### config.mk
export PLATFORM = sky130hd
export DESIGN_NAME = bru_decode_resolve
export DESIGN_NICKNAME = d
export VERILOG_FILES = /design/src/rtl/bru_pkg.sv /design/src/rtl/bru_ifid_reg.sv /design/src/rtl/bru_cond.sv /design/src/rtl/bru_target.sv /design/src/rtl/bru_decode_resolve.sv
export SDC_FILE = /design/constraint.sdc
export NUM_CORES = 1
export LEC_CHECK = 0
export ABC_AREA = 1
export BUFFER_PORTS_ARGS = -buffer_cell sky130_fd_sc_hd__clkbuf_2
export CORE_MARGIN = 4
export CORE_UTILIZATION = 52
export CTS_CLUSTER_DIAMETER = 30
export DETAILED_ROUTE_END_ITERATION = 10
export PLACE_DENSITY = 0.79
export SLEW_MARGIN = 5
export SYNTH_ARGS = -nofsm -noshare
export SYNTH_HDL_FRONTEND = slang
export SYNTH_SLANG_ARGS = --single-unit
### constraint.sdc
create_clock -name clk -period 3.1 [get_ports clk]
set_input_delay 0.465 -clock clk [delete_from_list [all_inputs] [get_ports clk]]
set_output_delay 0.465 -clock clk [all_outputs]
set_load 0.05 [all_outputs]
### src/rtl/bru_pkg.sv
package bru_pkg;

  localparam int INSTR_W = 32;
  localparam int IMM_W   = 16;

  localparam logic [5:0]         OP_BR_EQ = 6'h04;
  localparam logic [5:0]         OP_BR_NE = 6'h05;
  localparam logic [INSTR_W-1:0] NOP_WORD = '0;

  typedef enum logic [1:0] {
    BRK_NONE = 2'd0,
    BRK_EQ   = 2'd1,
    BRK_NE   = 2'd2
  } br_kind_e;

  function automatic br_kind_e classify_op(input logic [5:0] op);
    br_kind_e k;
    case (op)
      OP_BR_EQ: k = BRK_EQ;
      OP_BR_NE: k = BRK_NE;
      default:  k = BRK_NONE;
    endcase
    return k;
  endfunction

endpackage

### src/rtl/bru_ifid_reg.sv
module bru_ifid_reg
  import bru_pkg::*;
#(
  parameter int AW = 32
) (
  input  logic               clk,
  input  logic               rst_n,
  input  logic               hold_i,
  input  logic               squash_i,
  input  logic [INSTR_W-1:0] instr_i,
  input  logic [AW-1:0]      pc4_i,
  output logic [INSTR_W-1:0] instr_o,
  output logic [AW-1:0]      pc4_o
);

  logic [INSTR_W-1:0] instr_q, instr_d;
  logic [AW-1:0]      pc4_q, pc4_d;
  logic               load_en;

  // the register only updates when not held; squash picks the nop word
  assign load_en = ~hold_i;

  always_comb begin
    instr_d = instr_i;
    pc4_d   = pc4_i;
    if (squash_i) begin
      instr_d = NOP_WORD;
      pc4_d   = '0;
    end
  end

  always_ff @(posedge clk or negedge rst_n) begin
    if (!rst_n) begin
      instr_q <= NOP_WORD;
      pc4_q   <= '0;
    end else if (load_en) begin
      instr_q <= instr_d;
      pc4_q   <= pc4_d;
    end
  end

  assign instr_o = instr_q;
  assign pc4_o   = pc4_q;


  squash_nop_chk: assert property (@(posedge clk) disable iff (!rst_n)
    (squash_i && !hold_i) |=> (instr_o == NOP_WORD));


  hold_stable_chk: assert property (@(posedge clk) disable iff (!rst_n)
    hold_i |=> ($stable(instr_o) && $stable(pc4_o)));


  capture_chk: assert property (@(posedge clk) disable iff (!rst_n)
    (!hold_i && !squash_i) |=> (instr_o == $past(instr_i)));

endmodule

### src/rtl/bru_cond.sv
module bru_cond
  import bru_pkg::*;
#(
  parameter int DW = 32
) (
  input  logic [5:0]    op_i,
  input  logic [DW-1:0] rs_i,
  input  logic [DW-1:0] rt_i,
  input  logic          hold_i,
  output logic          taken_o
);

  br_kind_e      kind;
  logic [DW-1:0] diff;
  logic          is_zero;

  assign kind    = classify_op(op_i);
  assign diff    = rs_i ^ rt_i;
  assign is_zero = ~|diff;

  always_comb begin
    unique case (kind)
      BRK_EQ:  taken_o = is_zero  & ~hold_i;
      BRK_NE:  taken_o = ~is_zero & ~hold_i;
      default: taken_o = 1'b0;
    endcase
  end

endmodule

### src/rtl/bru_target.sv
module bru_target
  import bru_pkg::*;
#(
  parameter int AW = 32
) (
  input  logic [AW-1:0]    pc4_i,
  input  logic [IMM_W-1:0] imm_i,
  output logic [AW-1:0]    target_o
);

  localparam int SHIFTED_W = IMM_W + 2;

  logic [SHIFTED_W-1:0] off_words;
  logic [AW-1:0]        off_ext;

  assign off_words = {imm_i, 2'b00};

  generate
    if (AW > SHIFTED_W) begin : g_extend
      assign off_ext = {{(AW-SHIFTED_W){imm_i[IMM_W-1]}}, off_words};
    end else begin : g_trunc
      assign off_ext = off_words[AW-1:0];
    end
  endgenerate

  assign target_o = pc4_i + off_ext;

endmodule

### src/rtl/bru_decode_resolve.sv
module bru_decode_resolve
  import bru_pkg::*;
#(
  parameter int AW = 32,
  parameter int DW = 32
) (
  input  logic               clk,
  input  logic               rst_n,
  input  logic [AW-1:0]      if_pc,
  input  logic [INSTR_W-1:0] if_instr,
  input  logic               stall_i,
  input  logic [DW-1:0]      rs_data,
  input  logic [DW-1:0]      rt_data,
  output logic [AW-1:0]      next_pc,
  output logic               pc_sel,
  output logic               flush,
  output logic [INSTR_W-1:0] id_instr,
  output logic [AW-1:0]      id_pc_plus4
);

  localparam logic [AW-1:0] PC_STEP = AW'(4);

  logic [AW-1:0] if_pc4;
  logic [AW-1:0] br_target;
  logic          br_taken;

  assign if_pc4 = if_pc + PC_STEP;

  bru_ifid_reg #(.AW(AW)) u_ifid (
    .clk      (clk),
    .rst_n    (rst_n),
    .hold_i   (stall_i),
    .squash_i (br_taken),
    .instr_i  (if_instr),
    .pc4_i    (if_pc4),
    .instr_o  (id_instr),
    .pc4_o    (id_pc_plus4)
  );

  bru_cond #(.DW(DW)) u_cond (
    .op_i    (id_instr[31:26]),
    .rs_i    (rs_data),
    .rt_i    (rt_data),
    .hold_i  (stall_i),
    .taken_o (br_taken)
  );

  bru_target #(.AW(AW)) u_target (
    .pc4_i    (id_pc_plus4),
    .imm_i    (id_instr[IMM_W-1:0]),
    .target_o (br_target)
  );

  always_comb begin
    if (stall_i)       next_pc = if_pc;
    else if (br_taken) next_pc = br_target;
    else               next_pc = if_pc4;
  end

  assign pc_sel = br_taken;
  assign flush  = br_taken;


  stall_no_flush_chk: assert property (@(posedge clk) disable iff (!rst_n)
    stall_i |-> (!flush && !pc_sel && next_pc == if_pc));


  flush_needs_branch_chk: assert property (@(posedge clk) disable iff (!rst_n)
    flush |-> (id_instr[31:27] == 5'b00010));


  fallthrough_chk: assert property (@(posedge clk) disable iff (!rst_n)
    (!pc_sel && !stall_i) |-> (next_pc == if_pc + PC_STEP));


  reset_nop_chk: assert property (@(posedge clk)
    !rst_n |=> (id_instr == NOP_WORD));

endmodule

==> run summary <==
# H-tree levels - 3
total of flip-flops plus latches after synthesis - 64
Post-Synthesis Mean Instance Area - 6.624 sq um
length of the first detailed-routing pass in iterations - 5
unrepaired setup endpoints after global routing - true
via count of the first global-routing pass - 7044
Leak - 4.897 nW
crit path max fanout - 8
total standard cell area after synthesis - 6716 sq um
Final Cell Area - 9218 sq um
min Tclk post-route - 3088 ps
Chip Height - 121.7 um
R2R Setup Slk - 860 ps
synthesized netlist cell count - 1014
number of hold-repair buffers added at the cts stage - 0
Port-buffer cells - 228
total via count in the routed design - 7783
type of destination of the critical path - output port
overall track demand over capacity in global routing - 31.13%
Clock Pin Slew Worst Setup and Hold Paths - 60 ps
critical path start-end classification - flip-flop to output port
nets in the synthesized netlist - 1177
Placed Cells - 1394
routability congestion estimate from global placement - 0.9652
warning count from the yosys run - 0
fraction of synthesis flops using an asynchronous set or reset pin - 100.0%
IR Drop Worst-Case VDD - 0.2908 mV
final WL - 24260 um
post-DP HPWL - 18180 um
dominant synthesized flop cell - dfrtp_1
Max Buffers Root-to-Sink - 2
data required time of the worst path - 2630 ps
Post-synth EDFFs - 0
Worst setup SP type - flip-flop
sequential cell area - 1607 sq um
count of cells along the worst register-to-register path - 10
Top-Level Pins - 229
overall overflow remaining after global route - 0
clock net sink count - 64
Hold Violations, Final - 0
Syn-to-layout area delta - 37.24%
Clk Latency, worst-skew pair - 350 ps
number of buffers added by the clock tree synthesis step - 9
via density per instance - 5.443
period utilisation layout - 99.61%
sequential-to-total area share from yosys stat - 23.85%
area fraction of the dominant cell type after synthesis - 23.85%
number of nets still failing antenna checks after routing - 0
setup TNS after final layout - 0 ps
worst slew slack as a fraction of its limit - 41.00%
worst hold path class - primary input to async pin
largest cells by area after synthesis - dfrtp_1, nand2_1, inv_1
Routed WL per cell - 16.97 um
highest achievable clock rate - 323.8 MHz
number of rows created at floorplan - 41
Initial Utilization - 53.22%
non-filler cells, final - 1430
initial antenna violation count - 0
DRT iter0 DRCs - 625
pin count of the biggest net entering global routing - 84
maximum capacitance violations - 0
top cells by count, synth - nand2_1, inv_1, nor2_1
run status - complete, no violations
endpoint of the most critical register-to-register path - u_ifid.instr_o[15]
Finish-stage setup viols - 0
antenna cells - 0
CTS tree - done
DIE WIDTH - 121.7 um
area enclosed by the die boundary - 14800 sq um
most common cell in the synthesized netlist - nand2_1
Tightest Pin Transition - 885.0 ps
largest area contributor in the synthesized netlist - dfrtp_1
root buffer cell - clkbuf_16
power density over the cells - 443.9 nW/um^2
area used by multi-input combinational logic - 5047 sq um
nets - 1416
Critical Path AT - 2620 ps
skew final - 9.201 ps
library cells used by synthesis - 36
wire length of the first global-routing pass - 36170 um
number of remaining DRC errors - 0
area of the core - 12620 sq um
Final Max Tran Viols - 0
fraction of layout cells with a size suffix above 1 - 34.98%
placed cell areas - 8029 sq um
origin of the critical flop-to-flop path - u_ifid.instr_o[29]
filler instances - 1062
kinds of logic (layout without fill, tap and decap cells):
group	count (synthesis)	count (layout)	synth area share (%)
xor gates and xnor gates	67	67	8.737
adders and majority gates	32	32	6.073
AOI/OAI and AO/OA	57	57	4.788
DFF	64	64	23.85
and+or+nand+nor	659	659	47.63
buffers and inverters	135	379	8.923
worst max-delay path by stage:
stage | startpoint | slack (ps) | end
floorplan | u_ifid.instr_o[28] | 50 | next_pc[0]
global placement | u_ifid.instr_o[15] | 40 | next_pc[22]
detailed placement | u_ifid.instr_o[15] | 70 | next_pc[22]
CTS | u_ifid.instr_o[29] | -30 | next_pc[11]
global route | u_ifid.instr_o[15] | -100 | next_pc[21]
finish | u_ifid.instr_o[15] | 10 | next_pc[21]
where the power goes:
group	internal [mW]	leakage, nW	switching [mW]	total [mW]
Sequential	0.914	0.773	0.0933	1.01
Clock	0.712	0.157	0.414	1.13
Combinational	0.663	3.97	1.30	1.96
layer usage:
layer,track usage [%],routed length [um]
met5,0,0
met4,8.403,666
met3,5.664,2248
met2,49.50,11400
met1,43.69,9952
sequential cells by signal (all words and copies together), names as in the netlist:
| signal | flops |
|---|---|
| u_ifid.instr_o | 32 |
| u_ifid.pc4_o | 32 |
placed cells by master, fill, tap and decap left out, drive strengths merged, types with 3 or more instances in the layout:
master,n
buf,46
nor3,20
clkbuf,219
nand3b,20
nand4,22
nor2,93
nand2,398
dfrtp,64
xor2,36
a21oi,27
clkinv,3
o21bai,3
a21o,5
o21ai,18
inv,108
ha,31
xnor2,31
nand3,104
cell type report:
type	instances	share of cell area, %
clock buffers	9	2.443
clock inverters	7	1.113
inverters	107	4.371
multi-input cells	815	54.76
flip-flops and latches	64	17.43
well taps	172	2.335
repair buffers	256	17.55
timing repair:
action	CTS	global route
buffers inserted	5	15
pin swaps	5	41
resized for setup	57	141
setup endpoints to repair	32	32
critical path, cell delays in order (launching register included):
cell and delay (ps):
dfrtp_4 540, buf_12 180, ha_4 310, nand2_4 70, nor2_4 130, inv_1 80, nor2_1 180, nand4_1 130
nand3_1 110, nand2_1 60, nand2_1 90, nand2_1 70, nand3_2 80, clkbuf_4 230
stage by stage:
| step | setup slack, ps | power [mW] | hold slack [ps] | util [%] |
|---|---|---|---|---|
| after floorplan | 49.54 | 2.119 | 169.4 | - |
| after global routing | -95.01 | 4.273 | 212.8 | 73.04 |
| after detailed placement | 67.84 | 2.598 | 467.3 | 63.62 |
| after global placement | 40.00 | 2.586 | 462.1 | 63.62 |
| final | 12.02 | 4.092 | 161.6 | 73.04 |
| after CTS | -25.82 | 3.816 | 183.1 | 68.49 |
No activity file was read; power rests on OpenSTA's default activity.
